### src/rtl/cfg_i2c_pkg.sv
package cfg_i2c_pkg;

  localparam int BYTE_W   = 8;
  localparam int STRAP_W  = 2;
  localparam int PREFIX_W = 7 - STRAP_W;
  localparam int CNT_W    = $clog2(BYTE_W + 1);
  localparam int RD_LEN   = 3;

  typedef enum logic [2:0] {
    ST_IDLE, ST_ADDR, ST_REG, ST_DATA, ST_ACK, ST_TX, ST_RACK
  } eng_state_t;

  typedef enum logic [1:0] {TGT_NONE, TGT_LO, TGT_HI, TGT_CMD} reg_tgt_t;

  function automatic logic addr_hit(input logic [BYTE_W-1:0] b,
                                    input logic [PREFIX_W-1:0] prefix,
                                    input logic [STRAP_W-1:0] strap);
    return b[BYTE_W-1:1] == {prefix, strap};
  endfunction

  function automatic reg_tgt_t reg_decode(input logic [BYTE_W-1:0] sel,
                                          input logic [BYTE_W-1:0] a_lo,
                                          input logic [BYTE_W-1:0] a_hi,
                                          input logic [BYTE_W-1:0] a_cmd);
    if (sel == a_lo)  return TGT_LO;
    if (sel == a_hi)  return TGT_HI;
    if (sel == a_cmd) return TGT_CMD;
    return TGT_NONE;
  endfunction

  function automatic logic [1:0] next_idx(input logic [1:0] i);
    return (i == 2'(RD_LEN - 1)) ? 2'd0 : i + 2'd1;
  endfunction

  function automatic logic [BYTE_W-1:0] pick_byte(input logic [1:0] i,
                                                  input logic [BYTE_W-1:0] lo,
                                                  input logic [BYTE_W-1:0] hi,
                                                  input logic [BYTE_W-1:0] id);
    case (i)
      2'd0:    return lo;
      2'd1:    return hi;
      default: return id;
    endcase
  endfunction

endpackage

### src/rtl/i2c_line_sync.sv
module i2c_line_sync #(
  parameter int STAGES = 2
) (
  input  logic clk,
  input  logic rst_n,
  input  logic scl_i,
  input  logic sda_i,
  output logic scl_s,
  output logic sda_s,
  output logic scl_rise,
  output logic scl_fall,
  output logic start_det,
  output logic stop_det
);

  logic [STAGES-1:0] scl_chain, sda_chain;
  logic scl_p, sda_p;

  always_ff @(posedge clk or negedge rst_n) begin
    if (!rst_n) begin
      scl_chain <= '1;
      sda_chain <= '1;
      scl_p     <= 1'b1;
      sda_p     <= 1'b1;
    end else begin
      scl_chain <= {scl_chain[STAGES-2:0], scl_i};
      sda_chain <= {sda_chain[STAGES-2:0], sda_i};
      scl_p     <= scl_chain[STAGES-1];
      sda_p     <= sda_chain[STAGES-1];
    end
  end

  assign scl_s     = scl_chain[STAGES-1];
  assign sda_s     = sda_chain[STAGES-1];
  assign scl_rise  = scl_s & ~scl_p;
  assign scl_fall  = ~scl_s & scl_p;
  assign start_det = scl_s & scl_p & sda_p & ~sda_s;
  assign stop_det  = scl_s & scl_p & ~sda_p & sda_s;

  assert_start_stop_excl_R8: assert property (@(posedge clk) disable iff (!rst_n)
    !(start_det && stop_det));

  assert_cond_scl_high_R8: assert property (@(posedge clk) disable iff (!rst_n)
    (start_det || stop_det) |-> !(scl_rise || scl_fall));

endmodule

### src/rtl/i2c_byte_engine.sv
module i2c_byte_engine
  import cfg_i2c_pkg::*;
#(
  parameter logic [PREFIX_W-1:0] DEV_PREFIX = 5'b10110,
  parameter logic [BYTE_W-1:0]   SEL_LO     = 8'h00,
  parameter logic [BYTE_W-1:0]   SEL_HI     = 8'h01,
  parameter logic [BYTE_W-1:0]   SEL_CMD    = 8'hF0
) (
  input  logic               clk,
  input  logic               rst_n,
  input  logic               sda_s,
  input  logic               scl_rise,
  input  logic               scl_fall,
  input  logic               start_det,
  input  logic               stop_det,
  input  logic [STRAP_W-1:0] strap,
  input  logic [BYTE_W-1:0]  rd_lo,
  input  logic [BYTE_W-1:0]  rd_hi,
  input  logic [BYTE_W-1:0]  rd_id,
  output logic               sda_oe,
  output logic               wr_lo_stb,
  output logic               wr_hi_stb,
  output logic               wr_cmd_stb,
  output logic [BYTE_W-1:0]  wr_data
);

  eng_state_t        state, after;
  logic [CNT_W-1:0]  bitcnt;
  logic [BYTE_W-1:0] rx_sh, tx_sh, reg_ptr;
  logic [1:0]        rd_idx;
  logic              host_acked;

  // named events for the checks below
  logic              rx_full;
  logic              rx_state;
  logic              byte_close;
  logic              host_nack;
  reg_tgt_t          cur_tgt;
  logic [BYTE_W-1:0] tx_pick;

  assign rx_full    = (bitcnt == CNT_W'(BYTE_W));
  assign rx_state   = (state == ST_ADDR) || (state == ST_REG) || (state == ST_DATA);
  assign byte_close = rx_state && scl_fall && rx_full;
  assign host_nack  = (state == ST_RACK) && scl_rise && sda_s;
  assign cur_tgt    = reg_decode(reg_ptr, SEL_LO, SEL_HI, SEL_CMD);
  assign tx_pick    = pick_byte(rd_idx, rd_lo, rd_hi, rd_id);

  always_ff @(posedge clk or negedge rst_n) begin
    if (!rst_n) begin
      state      <= ST_IDLE;
      after      <= ST_IDLE;
      bitcnt     <= '0;
      rx_sh      <= '0;
      tx_sh      <= '0;
      reg_ptr    <= '0;
      rd_idx     <= '0;
      host_acked <= 1'b0;
      sda_oe     <= 1'b0;
      wr_lo_stb  <= 1'b0;
      wr_hi_stb  <= 1'b0;
      wr_cmd_stb <= 1'b0;
      wr_data    <= '0;
    end else begin
      wr_lo_stb  <= 1'b0;
      wr_hi_stb  <= 1'b0;
      wr_cmd_stb <= 1'b0;
      if (start_det) begin
        state  <= ST_ADDR;
        bitcnt <= '0;
        sda_oe <= 1'b0;
      end else if (stop_det) begin
        state  <= ST_IDLE;
        sda_oe <= 1'b0;
      end else begin
        unique case (state)
          ST_ADDR, ST_REG, ST_DATA: begin
            if (scl_rise && !rx_full) begin
              rx_sh  <= {rx_sh[BYTE_W-2:0], sda_s};
              bitcnt <= bitcnt + 1'b1;
            end else if (byte_close) begin
              bitcnt <= '0;
              if (state == ST_ADDR) begin
                if (addr_hit(rx_sh, DEV_PREFIX, strap)) begin
                  sda_oe <= 1'b1;
                  state  <= ST_ACK;
                  after  <= rx_sh[0] ? ST_TX : ST_REG;
                  rd_idx <= '0;
                end else begin
                  state  <= ST_IDLE;
                end
              end else if (state == ST_REG) begin
                reg_ptr <= rx_sh;
                sda_oe  <= 1'b1;
                state   <= ST_ACK;
                after   <= ST_DATA;
              end else begin
                wr_data    <= rx_sh;
                wr_lo_stb  <= (cur_tgt == TGT_LO);
                wr_hi_stb  <= (cur_tgt == TGT_HI);
                wr_cmd_stb <= (cur_tgt == TGT_CMD);
                sda_oe     <= 1'b1;
                state      <= ST_ACK;
                after      <= ST_REG;
              end
            end
          end
          ST_ACK: begin
            if (scl_fall) begin
              if (after == ST_TX) begin
                sda_oe <= ~tx_pick[BYTE_W-1];
                tx_sh  <= {tx_pick[BYTE_W-2:0], 1'b0};
                rd_idx <= next_idx(rd_idx);
                bitcnt <= '0;
                state  <= ST_TX;
              end else begin
                sda_oe <= 1'b0;
                state  <= after;
              end
            end
          end
          ST_TX: begin
            if (scl_rise) begin
              bitcnt <= bitcnt + 1'b1;
            end else if (scl_fall) begin
              if (rx_full) begin
                sda_oe     <= 1'b0;
                host_acked <= 1'b0;
                state      <= ST_RACK;
              end else begin
                sda_oe <= ~tx_sh[BYTE_W-1];
                tx_sh  <= {tx_sh[BYTE_W-2:0], 1'b0};
              end
            end
          end
          ST_RACK: begin
            if (host_nack) begin
              state <= ST_IDLE;
            end else if (scl_rise) begin
              host_acked <= 1'b1;
            end else if (scl_fall && host_acked) begin
              sda_oe <= ~tx_pick[BYTE_W-1];
              tx_sh  <= {tx_pick[BYTE_W-2:0], 1'b0};
              rd_idx <= next_idx(rd_idx);
              bitcnt <= '0;
              state  <= ST_TX;
            end
          end
          default: ;
        endcase
      end
    end
  end

  // SDA output only moves after a seen SCL fall or a start/stop release
  assert_oe_on_low_R9: assert property (@(posedge clk) disable iff (!rst_n)
    (sda_oe != $past(sda_oe)) |-> ($past(scl_fall) || $past(start_det) || $past(stop_det)));

  assert_strobe_onehot_R11: assert property (@(posedge clk) disable iff (!rst_n)
    $onehot0({wr_lo_stb, wr_hi_stb, wr_cmd_stb}));

  assert_strobe_pulse_R2: assert property (@(posedge clk) disable iff (!rst_n)
    (wr_lo_stb || wr_hi_stb || wr_cmd_stb) |=> !(wr_lo_stb || wr_hi_stb || wr_cmd_stb));

  assert_strobe_after_fall_R2: assert property (@(posedge clk) disable iff (!rst_n)
    (wr_lo_stb || wr_hi_stb || wr_cmd_stb) |-> $past(scl_fall));

  assert_nack_release_R7: assert property (@(posedge clk) disable iff (!rst_n)
    host_nack |=> !sda_oe);

  assert_stop_release_R7: assert property (@(posedge clk) disable iff (!rst_n)
    stop_det |=> !sda_oe);

  assert_start_clears_R8: assert property (@(posedge clk) disable iff (!rst_n)
    start_det |=> (state == ST_ADDR) && (bitcnt == '0));

endmodule

### src/rtl/cfg_i2c_slave.sv
module cfg_i2c_slave
  import cfg_i2c_pkg::*;
#(
  parameter logic [PREFIX_W-1:0] DEV_PREFIX  = 5'b10110,
  parameter logic [BYTE_W-1:0]   SEL_LO      = 8'h00,
  parameter logic [BYTE_W-1:0]   SEL_HI      = 8'h01,
  parameter logic [BYTE_W-1:0]   SEL_CMD     = 8'hF0,
  parameter int                  SYNC_STAGES = 2
) (
  input  logic              clk,
  input  logic              rst_n,
  input  logic              scl_i,
  input  logic              sda_i,
  input  logic [1:0]        dev_sel,
  input  logic [7:0]        rd_lo,
  input  logic [7:0]        rd_hi,
  input  logic [7:0]        rd_id,
  output logic              sda_oe,
  output logic              wr_lo_stb,
  output logic              wr_hi_stb,
  output logic              wr_cmd_stb,
  output logic [7:0]        wr_data
);

  logic scl_s, sda_s, scl_rise, scl_fall, start_det, stop_det;

  i2c_line_sync #(.STAGES(SYNC_STAGES)) u_sync (
    .clk       (clk),
    .rst_n     (rst_n),
    .scl_i     (scl_i),
    .sda_i     (sda_i),
    .scl_s     (scl_s),
    .sda_s     (sda_s),
    .scl_rise  (scl_rise),
    .scl_fall  (scl_fall),
    .start_det (start_det),
    .stop_det  (stop_det)
  );

  i2c_byte_engine #(
    .DEV_PREFIX (DEV_PREFIX),
    .SEL_LO     (SEL_LO),
    .SEL_HI     (SEL_HI),
    .SEL_CMD    (SEL_CMD)
  ) u_engine (
    .clk        (clk),
    .rst_n      (rst_n),
    .sda_s      (sda_s),
    .scl_rise   (scl_rise),
    .scl_fall   (scl_fall),
    .start_det  (start_det),
    .stop_det   (stop_det),
    .strap      (dev_sel),
    .rd_lo      (rd_lo),
    .rd_hi      (rd_hi),
    .rd_id      (rd_id),
    .sda_oe     (sda_oe),
    .wr_lo_stb  (wr_lo_stb),
    .wr_hi_stb  (wr_hi_stb),
    .wr_cmd_stb (wr_cmd_stb),
    .wr_data    (wr_data)
  );

  // while SCL is high (synchronised) and no start/stop is seen, SDA output is steady
  assert_sda_steady_high_R9: assert property (@(posedge clk) disable iff (!rst_n)
    ($past(scl_s) && scl_s && !$past(start_det) && !$past(stop_det) && !$past(scl_fall))
      |-> $stable(sda_oe));

endmodule

### config.mk
export PLATFORM = sky130hd
export DESIGN_NAME = cfg_i2c_slave
export DESIGN_NICKNAME = d
export VERILOG_FILES = /design/src/rtl/cfg_i2c_pkg.sv /design/src/rtl/i2c_line_sync.sv /design/src/rtl/i2c_byte_engine.sv /design/src/rtl/cfg_i2c_slave.sv
export SDC_FILE = /design/constraint.sdc
export NUM_CORES = 1
export LEC_CHECK = 0
export BUFFER_PORTS_ARGS = -buffer_cell sky130_fd_sc_hd__buf_2
export CAP_MARGIN = 20
export CORE_MARGIN = 2
export CORE_UTILIZATION = 61
export DETAILED_ROUTE_END_ITERATION = 10
export PLACE_DENSITY = 0.88
export SLEW_MARGIN = 20
export SYNTH_ARGS = -nofsm -noshare
export SYNTH_HDL_FRONTEND = slang
export SYNTH_SLANG_ARGS = --single-unit
### constraint.sdc
create_clock -name clk -period 2.83 [get_ports clk]
set_input_delay 0.283 -clock clk [delete_from_list [all_inputs] [get_ports clk]]
set_output_delay 0.283 -clock clk [all_outputs]
set_load 0.005 [all_outputs]
; Word-level counts from Yosys, hierarchy flattened
; Index checks and enable logic that the tools add are counted.
; Widths: inputs -> output; s select.
[op_classes]
n_eq_ne = 51
mux = 105
addsub = 2
reduce_logical = 27
bitwise_logic = 18
[op_table]
columns = operator, count
row1 = $mux 8, 8
row2 = $mux 3, 17
row3 = $mux 1, 47
row4 = $mux 4, 10
row5 = $mux 2, 16
row6 = $pmux 8 s3, 1
row7 = $ne 4x4->1 const B, 5
row8 = $reduce_and 9->1, 2
row9 = $ne 2x1->1 const B, 8
row10 = $ne 2x2->1 const B, 8
row11 = $ne 4x3->1 const B, 4
row12 = $pmux 4 s4, 1
row13 = $pmux 8 s2, 1
row14 = $reduce_and 7->1, 2
row15 = $eq 3x3->1 const B, 4
row16 = $pmux 3 s4, 1
row17 = $reduce_and 12->1, 1
row18 = $not 1->1, 11
row19 = $reduce_and 11->1, 1
row20 = $ne 5x5->1 const B, 2
row21 = $reduce_and 10->1, 1
row22 = $ne 3x2->1 const B, 3
row23 = $ne 3x3->1 const B, 3
row24 = $eq 8x1->1 const B, 1
row25 = other kinds (28), 45
[totals]
out_inout_bits = 12
word_cells = 220
reg_bits = 55

; Longest topological paths before layout
; Gate-level depths: netlist of the first run.
[depth]
word_depth = 16
ltp_mapped = 8
mapped_depth_nobuf = 7

; Hierarchy
; Synthesis of the first run repeated with hierarchy kept, for this count alone.
[unflattened]
cells_unflattened = 270
area_unflattened_um2 = 2879.0
[by_module_without_submodules]
columns = module, area_each_um2, n_inst, cells_per_inst, seq_area_each_um2
row1 = i2c_byte_engine, 2688.8, 1, 260, 1201.2
row2 = i2c_line_sync, 190.2, 1, 10, 157.7

; Worst setup path after synthesis of the first run
; No wires, ideal clock.
[synth_path]
path_type = register to register
start = register u_engine.bitcnt[0]
end = register u_engine.reg_ptr[0]
path_stages_with_launch = 9
setup_slack_ps = 927
period_less_slack_ps = 1903
t_required_ps = 2702
arrival_time_ps = 1776
path_cell_list = dfrtp_1 -> inv_1 -> ha_1 -> and3b_1 -> buf_2 -> nand2_2 -> or3_1 -> buf_2 -> mux2_1
[synth_via]
elab_chain_len = 5
word_cells_on_any_way = 6
cone_classes = eq/ne (1) / bitwise (1) / reduce/logical (4)
[synth_lines]
columns = item, line_no
row1 = from (decl), i2c_byte_engine.sv:28  ; logic [CNT_W-1:0] bitcnt;
row2 = from (signal assigned), i2c_byte_engine.sv:79  ; bitcnt <= bitcnt + 1'b1;
row3 = from (signal assigned), i2c_byte_engine.sv:123  ; bitcnt <= bitcnt + 1'b1;
row4 = $eq 4x4->1 (*), i2c_byte_engine.sv:41  ; assign rx_full = (bitcnt == CNT_W'(BYTE_W));
row5 = $logic_not 1->1, i2c_byte_engine.sv:77  ; if (scl_rise && !rx_full) begin
row6 = $logic_and 1x1->1, i2c_byte_engine.sv:77
row7 = $not 1->1 (no line), --
row8 = $reduce_and 7->1 (no line) (*), --
row9 = to (signal assigned), i2c_byte_engine.sv:92  ; reg_ptr <= rx_sh;
row10 = to (decl), i2c_byte_engine.sv:29  ; logic [BYTE_W-1:0] rx_sh, tx_sh, reg_ptr;
; Mark *: on every way between the ends. The rest lies on a longest branch, timed or not.
; A chain may end at the register's enable or synchronous reset.

; Worst setup path after layout of the first run
[layout_path]
start = register u_engine.bitcnt[0]
end = register u_engine.reg_ptr[4]
; The elaborated chain is that of the path after synthesis.

==> results of run 1 <==
## state kept, by name, indices dropped and copies added, names as in the netlist, 2 cells and up
register	flops
u_engine.wr_data	8
u_engine.state	3
u_engine.rx_sh	8
u_engine.after	3
u_engine.bitcnt	4
u_engine.reg_ptr	8
u_sync.sda_chain	2
u_sync.scl_chain	2
u_engine.rd_idx	2
u_engine.tx_sh	7
## cell usage in the layout (no fill, tap or decap), types with 2 or more instances in the layout
master    count
a211oi_1      2
a21oi_1      10
a221oi_1      3
a22o_1        2
and3_1        2
and3b_1       3
buf_2        40
buf_4         3
clkbuf_8      5
dfrtp_1      48
dfstp_2       6
ha_1          2
inv_1         6
mux2_1        8
mux2_2       34
mux2i_1      11
nand2_1      28
nand2b_1      8
nand3_1       6
nand3b_1      2
nor2_1       13
nor2b_1       7
nor3_1        6
nor3b_1       3
o21ai_0      11
o21ai_1       2
o22ai_1       2
or3_1         2
or4_1         2
xnor2_1       2
## routing by layer
| metal | vias up | part of all wire [%] | track usage, % |
|---|---|---|---|
| met4 | 0 | 1.4 | 6.918 |
| li1 | 1011 | - | - |
| met1 | 1012 | 43 | 30.50 |
| met3 | 11 | 7.2 | 5.000 |
| met5 | - | 0 | 0 |
| met2 | 76 | 48 | 38.53 |
## critical path, stage by stage, from the launching register on
cell and delay [ns]:
dfrtp_1 0.44, inv_1 0.08, ha_1 0.16, and3b_1 0.30, nand2_2 0.16, or3_1 0.56
mux2_1 0.38
## path summary, 6_finish.rpt
path	start	slack, ns	cells past startpoint	end
max in group asynchronous	rst_n	2.24	2	u_sync.scl_p
min reg2reg	u_sync.scl_chain[0]	0.37	0	u_sync.scl_chain[1]
min	rst_n	-0.02	1	u_engine.bitcnt[2]
max reg2reg	u_engine.bitcnt[0]	0.62	6	u_engine.reg_ptr[4]
min in group clk	sda_i	0.07	1	u_sync.sda_chain[0]
max	u_engine.bitcnt[0]	0.62	6	u_engine.reg_ptr[4]
## area by class of cell
type	instances	area, µm²
inverters	6	22.52
well taps	52	65.06
flip-flops and latches	54	1359
repair buffers	43	222.7
multi-input cells	191	1394
clock inverters	2	13.76
clock buffers	6	72.57
fillers	321	1265
## stage by stage
step           utilization, %  cells
2_1_floorplan               -    263
3_3_place_gp            69.33    346
3_5_place_dp            69.33    346
4_1_cts                 71.29    354
5_1_grt                 71.34    354
6_report                71.34    354
## power by group through the flow
| stage | logic, mW | registers [mW] | clock network (mW) |
|---|---|---|---|
| detailed placement | 0.105 | 0.828 | 0 |
| finish | 0.105 | 0.815 | 0.425 |
| global route | 0.120 | 0.818 | 0.459 |
| floorplan | 0.0621 | 0.818 | 0 |
| global placement | 0.102 | 0.827 | 0 |
| CTS | 0.106 | 0.813 | 0.428 |
## cell families (layout without fill, tap and decap cells)
logic type	after synthesis	count (layout)	share of synthesized area, %
and+or+nand+nor	91	91	17.08
DFF	54	54	47.93
muxes	53	53	20.57
AOI/OAI and AO/OA	43	43	10.02
buffers and inverters	18	57	2.912
adders and majority gates	2	2	0.8825
xor gates and xnor gates	2	2	0.6179
==> flow_summary.ini, run 1 <==
[critical_path]
setup.worst_path.class = reg -> reg
endpoint_kind = flop
required_ns = 3.02
start_kind = flop
critical_path.max_fanout = 8
critical_path_arrival_ns = 2.41

[placement]
gp_congestion = 0.8877
portBuffers = 41
pre_cts_slack_ns = 0.6612
postPlaceCellArea_mm2 = 0.003060
dp_hpwl_um = 3998

[sta]
rsz0062_at_grt = no
setup_tns_ns = 0
timing.hold.ws_ns = -0.01513
fin_crit_ns = 2.213
slew-limit-headroom_pct = 52.44
finClkSkew_ns = 0.007902
fin_ws_ns = 0.6169
fmaxAchievable_ghz = 0.4518
worst_slew_pin_slew_ns = 0.7133
slew_viol_final = 0
setup_viol = 0
finalHoldViolations = 20
min_period_over_period_pct = 78.20

[run_status]
status = finished, violations left
violations = negative hold slack

[floorplan]
die_w_um = 72.18
fp.coreArea_mm2 = 0.004414
dieArea_mm2 = 0.005209
initial_core_util_pct = 64.23
io_pins = 42
die_y_um = 72.18
rows = 24

[pwr]
power.share.clock_pct = 31.6
ir_worst_vdd_mv = 0.3640
power_density_mw_per_mm2 = 426.9
power.leakage_nw = 1.494
power_frac_comb_pct = 7.8
p_sw_mw = 0.3308
swShare_pct = 24.61
power.total_mw = 1.344
p_int_mw = 1.014
sequentialPowerShare_pct = 60.6

[grt]
overflow = 0
grt_pass1_vias = 2032
antenna_found_initial = 0
track_usage_pct = 23.11
grt_pass1_wl_um = 9377
grt_max_degree = 52

[clock_network]
cts_setup_buffers = 0
cts_root_buf = clkbuf_8
clkLatencyLatePin_ns = 0.31
numCtsBuffers = 5
cts_max_level = 2
cts.reportedPaths.clkPinSlew_ns = 0.10
clockBufferDepth = 2
cts_tree = yes
cts_resized = 0
clock-sinks = 54
cts_hold_buf = 0

[final_layout]
insertedDiodeCount = 0
fin_nets = 333
layout-drive-gt1-share_pct = 31.79
fin_area_mm2 = 0.003149
synthToLayoutAreaGrowth_pct = 11.08

[route]
ant_nets = 0
first_iter_violations = 207
vias_per_cell = 5.960
post_drt_wl_per_cell_um = 15.81
drc = 0
vias = 2110
drt_wl_total_um = 5595
drt_pass1_iterations = 4

[logic_synthesis]
yosys_warnings = 0
syn_area_per_cell_um2 = 10.78
post-synth-top-count-cell = dfrtp_1
synth_edf_count = 0
synth_common_cells = dfrtp_1 (48), mux2_2 (34), nand2_1 (28)
ys_async_sr_fraction_pct = 100.0
synth_area_leaders = dfrtp_1 (42%), mux2_2 (14%), dfstp_2 (5.6%)
synth_top_area_share_pct = 42.37
ys_seq_elements = 54
synth_seq_area_share_pct = 47.93
synthCells = 263
netlist_area_mm2 = 0.002835
yosys.cell_types.count = 51
yosysTopAreaCell = dfrtp_1
syn_nets = 295
yosys_most_used_dff = dfrtp_1

[min_path]
min_path_type = in -> async

[job]
maxCapViolCount = 0
No activity file was read; power rests on OpenSTA's default activity.
==> run 2: changes to the inputs <==
--- a/config.mk
+++ b/config.mk
@@ -8,9 +8,9 @@
 export BUFFER_PORTS_ARGS = -buffer_cell sky130_fd_sc_hd__buf_2
 export CAP_MARGIN = 20
 export CORE_MARGIN = 2
-export CORE_UTILIZATION = 61
+export CORE_UTILIZATION = 57
 export DETAILED_ROUTE_END_ITERATION = 10
-export PLACE_DENSITY = 0.88
+export PLACE_DENSITY = 0.83
 export SLEW_MARGIN = 20
 export SYNTH_ARGS = -nofsm -noshare
 export SYNTH_HDL_FRONTEND = slang
==> constraint.sdc (replaced) <==
create_clock -name clk -period 2.08 [get_ports clk]
set_input_delay 0.208 -clock clk [delete_from_list [all_inputs] [get_ports clk]]
set_output_delay 0.208 -clock clk [all_outputs]
set_load 0.005 [all_outputs]
==> run 2 against run 1 <==
Effect of this change:
- the flow now finishes without violations
- clock power increased by 73%
- sequential share of layout area decreased by 2.7 points
- maximum frequency is 13% higher
- non-clock buffer count increased by 16
- worst setup slack lost 0.49 ns
- final cell count grew 8.8%
- worst hold slack better by 0.30 ns
- clock-buffer cell count down 1
- utilization down 0.71 points
- sequential power is 35% higher
- routed wire length rose by 6.5%
- first-iteration DRC count is 38% lower
- highest routed layer unchanged
==> flow_summary.ini, run 2 (same netlist as run 1, synthesis figures left out) <==
[grt]
overflow = 0
grt_pass1_wl_um = 9749
antenna_found_initial = 0
grt_max_degree = 35
track_usage_pct = 23.29
grt_pass1_vias = 2100

[sta]
worst_slew_pin_slew_ns = 0.5244
rsz0062_at_grt = no
slew-limit-headroom_pct = 65.04
fmaxAchievable_ghz = 0.5111
fin_crit_ns = 1.957
setup_tns_ns = 0
finClkSkew_ns = 0.009477
slew_viol_final = 0
finalHoldViolations = 0
fin_ws_ns = 0.1235
min_period_over_period_pct = 94.06
setup_viol = 0

[final_layout]
final_common_cell = dfrtp_1
reg_top3 = u_engine.reg_ptr (8), u_engine.rx_sh (8), u_engine.wr_data (8)
final_cell_mix = dfrtp_1 (48), buf_2 (41), mux2_2 (34), nand2_1 (28), buf_4 (14)
final_util_pct = 70.63
insertedDiodeCount = 0
fin_nets = 349
layout-drive-gt1-share_pct = 35.85
synthToLayoutAreaGrowth_pct = 18.45

[route]
vias = 2169
ant_nets = 0
post_drt_wl_per_cell_um = 15.47
drt_wl_total_um = 5956
drt_pass1_iterations = 4
drc = 0
vias_per_cell = 5.634
first_iter_violations = 129

[critical_path]
crit_chain = inv_1 > ha_1 > and3b_2 > nand2_2 > buf_4 > nor3_4 > buf_4 > mux2_2
r2r_cells = 8
required_ns = 2.29
path_buf_inv = 3
endpoint_kind = flop
cpMostUsedCell = buf_4
critical_path.max_fanout = 10
setup.worst_path.class = reg -> reg
cp_top_family = simple AND/OR/NAND/NOR gates
cpPeakStageDelay_ns = 0.43
start_kind = flop
slowest_stage = dfrtp_1
cp_num_cells = 8
critical_path_arrival_ns = 2.16

[clock_network]
clkLatencyLatePin_ns = 0.32
cts_root_buf = clkbuf_8
clockBufferDepth = 2
cts_setup_buffers = 0
clock-sinks = 54
numCtsBuffers = 5
cts.reportedPaths.clkPinSlew_ns = 0.10
cts_tree = yes
cts_max_level = 2

[floorplan]
die_w_um = 74.53
io_pins = 42
die_y_um = 74.53
fp.coreArea_mm2 = 0.004755
dieArea_mm2 = 0.005554
rows = 25
initial_core_util_pct = 59.63

[min_path]
hold_depth = 4
min_path_type = in -> reg

[placement]
gp_congestion = 0.9292
pre_cts_slack_ns = 0.03863
portBuffers = 41
dp_hpwl_um = 4420

[run_status]
status = finished, final reports clean

[pwr]
power_density_mw_per_mm2 = 597.1
ir_worst_vdd_mv = 0.5741
power.leakage_nw = 1.591

[job]
maxCapViolCount = 0
==> run 2: final cells by class <==
| cell class | count | area [µm²] |
|---|---|---|
| tap | 67 | 83.83 |
| timing repair buffer | 59 | 360.3 |
| clock inverter | 3 | 48.80 |
| sequential | 54 | 1359 |
| clock buffer | 5 | 68.82 |
| fill | 360 | 1396 |
| inverter | 6 | 22.52 |
| multi-input combinational | 191 | 1415 |
==> run 2: final timing paths <==
| path | slack [ns] | end | from |
|---|---|---|---|
| min | 0.28 | u_engine.sda_oe | rd_id[7] |
| min in group asynchronous | 0.38 | u_engine.rx_sh[2] | rst_n |
| min reg2reg | 0.36 | u_sync.sda_chain[1] | u_sync.sda_chain[0] |
| max reg2reg | 0.12 | u_engine.wr_data[6] | u_engine.bitcnt[0] |
| max in group asynchronous | 1.09 | u_sync.sda_p | rst_n |
| max | 0.12 | u_engine.wr_data[6] | u_engine.bitcnt[0] |
==> run 2: worst min-delay path, cell delays in order <==
cell and delay, ns:
buf_2 0.08, a211oi_1 0.07, a21oi_1 0.11, a221oi_1 0.09
==> run 2: what timing repair did <==
item                                   in CTS  in global routing
hold buffers                                3                  0
resized for setup                           0                  6
endpoints found under the hold margin      21                  0
setup endpoints to repair                   0                 30
==> run 2: report_power, final <==
| group | internal (mW) | total [mW] | leakage [nW] | switching (mW) |
|---|---|---|---|---|
| registers | 1.07 | 1.10 | 0.727 | 0.0301 |
| clock network | 0.367 | 0.736 | 0.0563 | 0.369 |
| logic | 0.0800 | 0.165 | 0.808 | 0.0849 |
| total | 1.52 | 2.01 | 1.59 | 0.484 |
==> run 2: routing by layer <==
| metal | vias to the layer above | GRT usage [%] | wire (µm) | share of wire, % |
|---|---|---|---|---|
| li1 | 1047 | - | - | - |
| met1 | 1019 | 28.80 | 2539 | 43 |
| met2 | 94 | 41.00 | 2927 | 49 |
| met3 | 9 | 4.336 | 394 | 6.6 |
| met4 | 0 | 7.937 | 95 | 1.6 |
| met5 | - | 0 | 0 | 0 |
==> run 2: metrics by stage <==
step / hold slack [ns] / area [µm²] / instances / total power, mW
floorplan: -0.08759 / 2835 / 263 / 1.197
global placement: 0.1860 / 3189 / 374 / 1.277
detailed placement: 0.1915 / 3189 / 374 / 1.284
CTS: 0.2762 / 3337 / 385 / 2.019
global route: 0.3385 / 3358 / 385 / 2.093
finish: 0.2813 / 3358 / 385 / 2.005
==> run 3: changes to the inputs <==
--- a/config.mk
+++ b/config.mk
@@ -5,12 +5,14 @@
 export SDC_FILE = /design/constraint.sdc
 export NUM_CORES = 1
 export LEC_CHECK = 0
+export ABC_AREA = 1
 export BUFFER_PORTS_ARGS = -buffer_cell sky130_fd_sc_hd__buf_2
 export CAP_MARGIN = 20
 export CORE_MARGIN = 2
 export CORE_UTILIZATION = 57
 export DETAILED_ROUTE_END_ITERATION = 10
-export PLACE_DENSITY = 0.83
+export PLACE_DENSITY = 0.82
+export RECOVER_POWER = 50
 export SLEW_MARGIN = 20
 export SYNTH_ARGS = -nofsm -noshare
 export SYNTH_HDL_FRONTEND = slang
==> run 3 against run 2 <==
Effect of this change:
- non-clock buffer count shrank 10
- global-route usage rose by 2.4 points
- clock skew is 0.0022 ns higher
- flip-flop and latch count is the same
- critical path type unchanged
- largest power group is now combinational logic
==> flow_summary.ini, run 3 <==
[placement]
portBuffers = 41
dp_hpwl_um = 4984
dp_cells = 502
gp_congestion = 1.072
postPlaceCellArea_mm2 = 0.003231

[critical_path]
cpPeakStageDelay_ns = 0.44
reg2reg_slack_ns = 0.17
slowest_stage = dfrtp_1
regToRegEndpoint = u_engine.rd_idx[0]
required_ns = 2.28
cpMostUsedCell = nand2_1
path_buf_inv = 1
cp_num_cells = 9
setup.worst_path.class = reg -> reg
cp_top_family = simple AND/OR/NAND/NOR gates
crit_chain = inv_1 > ha_1 > nand3_1 > nand2_1 > o21ai_0 > nor3_1 > nand2_1 > nand2_1 > nand2_1
endpoint_kind = flop
critical_path.max_fanout = 5
r2r_cells = 9
critical_path_arrival_ns = 2.10
start_kind = flop
r2r_start = u_engine.bitcnt[0]

[clock_network]
cts_tree = yes
numCtsBuffers = 5
cts.reportedPaths.clkPinSlew_ns = 0.10
cts_setup_buffers = 0
clock-sinks = 54
cts_root_buf = clkbuf_8
clkLatencyLatePin_ns = 0.31
cts_max_level = 2
clockBufferDepth = 2

[logic_synthesis]
yosys.cell_types.count = 28
synth_edf_count = 0
synth_common_cells = nand2_1 (137), dfrtp_1 (48), nor2_1 (44)
ys_async_sr_fraction_pct = 100.0
synth_area_leaders = dfrtp_1 (41%), nand2_1 (18%), nor2_1 (5.6%)
yosys_most_used_dff = dfrtp_1
synthCells = 393
post-synth-top-count-cell = nand2_1
netlist_area_mm2 = 0.002934
yosysTopAreaCell = dfrtp_1
ys_seq_elements = 54
synth_top_area_share_pct = 40.94
synth_seq_area_share_pct = 46.31
yosys_warnings = 0
syn_area_per_cell_um2 = 7.466
syn_nets = 425

[final_layout]
fin_area_mm2 = 0.003386
final_cells = 513
layout-drive-gt1-share_pct = 18.74
final_cell_mix = nand2_1 (137), dfrtp_1 (48), nor2_1 (44), inv_1 (38), buf_2 (37)
fill_cells = 423
fin_nets = 474
insertedDiodeCount = 0
final_common_cell = nand2_1
synthToLayoutAreaGrowth_pct = 15.39
reg_top3 = u_engine.reg_ptr (8), u_engine.rx_sh (8), u_engine.wr_data (8)

[job]
maxCapViolCount = 0

[route]
wl_met2_um = 3113
drt_wl_total_um = 6656
drc = 0
route.met3.wl_um = 400
vias = 2720
first_iter_violations = 422
wl_met1_um = 2962
drt_pass1_iterations = 7
ant_nets = 0
maxUsedRoutingLayer = met4
post_drt_wl_per_cell_um = 12.97
vias_per_cell = 5.302

[min_path]
hold_depth = 5
min_from = rd_lo[0]
hold_path_end = u_engine.tx_sh[1]
min_path_type = in -> reg

[sta]
min_period_over_period_pct = 91.64
timing.hold.ws_ns = 0.2707
slew_viol_final = 0
rsz0062_at_grt = no
setup_viol = 0
fmaxAchievable_ghz = 0.5246
slew-limit-headroom_pct = 5.065
worst_slew_pin_slew_ns = 1.424
finalHoldViolations = 0
setup_tns_ns = 0
fin_crit_ns = 1.906
finClkSkew_ns = 0.01169

[pwr]
power.share.clock_pct = 21.1
power_density_mw_per_mm2 = 1047
power.total_mw = 3.545
p_int_mw = 2.094
swShare_pct = 40.92
power_frac_comb_pct = 40.1
power.leakage_nw = 1.771
ir_worst_vdd_mv = 0.7527
p_sw_mw = 1.451
sequentialPowerShare_pct = 38.8

[run_status]
status = finished, final reports clean

[grt]
grt_pass1_wl_um = 11140
grt_pass1_vias = 2457
track_usage_pct = 25.68
overflow = 0
antenna_found_initial = 0
grt_max_degree = 29

[floorplan]
die_y_um = 75.75
fp.coreArea_mm2 = 0.005042
initial_core_util_pct = 58.19
dieArea_mm2 = 0.005737
die_w_um = 75.75
rows = 26
io_pins = 42
[run 3: cell count changes after synthesis, sizes merged, moves of 12 or more]
cell,delta
nand2,+109
mux2,-42
o21ai,+37
inv,+35
nor2,+33
nand3,+21
nand4,+12
[run 3: cells by family after synthesis]
kind of cell | after synthesis | share of synthesized area [%]
flops | 54 | 46.31
compound gates | 55 | 11.56
buf+inv | 48 | 6.823
simple gates | 232 | 33.86
fa+ha+maj | 2 | 0.8527
xor+xnor | 2 | 0.5971
[run 3: what timing repair did]
item,CTS,global route
endpoints found under the setup margin,0,7
hold buffers,3,0
endpoints found under the hold margin,22,0
gates resized for setup,0,1
[run 3: worst max-delay path by stage]
stage                              startpoint                  end
final                      u_engine.bitcnt[0]   u_engine.rd_idx[0]
after global routing       u_engine.bitcnt[0]  u_engine.wr_data[5]
after CTS                  u_engine.bitcnt[0]    u_engine.tx_sh[6]
after detailed placement  u_sync.sda_chain[1]    u_engine.tx_sh[7]
after global placement    u_sync.sda_chain[1]    u_engine.tx_sh[7]
after floorplan            u_engine.bitcnt[0]  u_engine.wr_data[3]
[run 3: worst reg2reg max path: stages, from the launching register on]
cell and delay (ns):
dfrtp_1 0.44, inv_1 0.07, ha_1 0.16, nand3_1 0.23
nand2_1 0.22, o21ai_0 0.13, nor3_1 0.29, nand2_1 0.12
nand2_1 0.08, nand2_1 0.06
[run 3: cell type report]
class	count	area (µm²)	share of cell area, %
Clock buffer	6	82.58	2.439
Clock inverter	2	38.79	1.146
Inverter	41	153.9	4.545
Multi-Input combinational cell	291	1384	40.87
Sequential cell	54	1359	40.13
Tap cell	70	87.58	2.587
Timing Repair Buffer	49	280.3	8.278
[run 3: per-layer routing]
metal  GRT usage (%)  vias to the layer above
li1                -                     1366
met2           39.94                      107
met4           10.14                        0
met3           5.159                       20
met1           35.41                     1227
met5               0                        -
[run 3: power by group through the flow]
stage	sequential, mW	clock [mW]	combinational (mW)
final	1.37	0.750	1.42
after detailed placement	1.39	0	1.37
after global routing	1.40	0.801	1.63
after global placement	1.38	0	1.33
after floorplan	1.35	0	1.07
after CTS	1.37	0.765	1.38
[run 3: through the flow]
stage / util [%] / worst slack [ns]
after global placement: 64.07 / 0.2425
final: 67.15 / 0.1740
after global routing: 67.15 / 0.01323
after detailed placement: 64.07 / 0.1882
after CTS: 67.07 / 0.1705
after floorplan: - / 0.4339
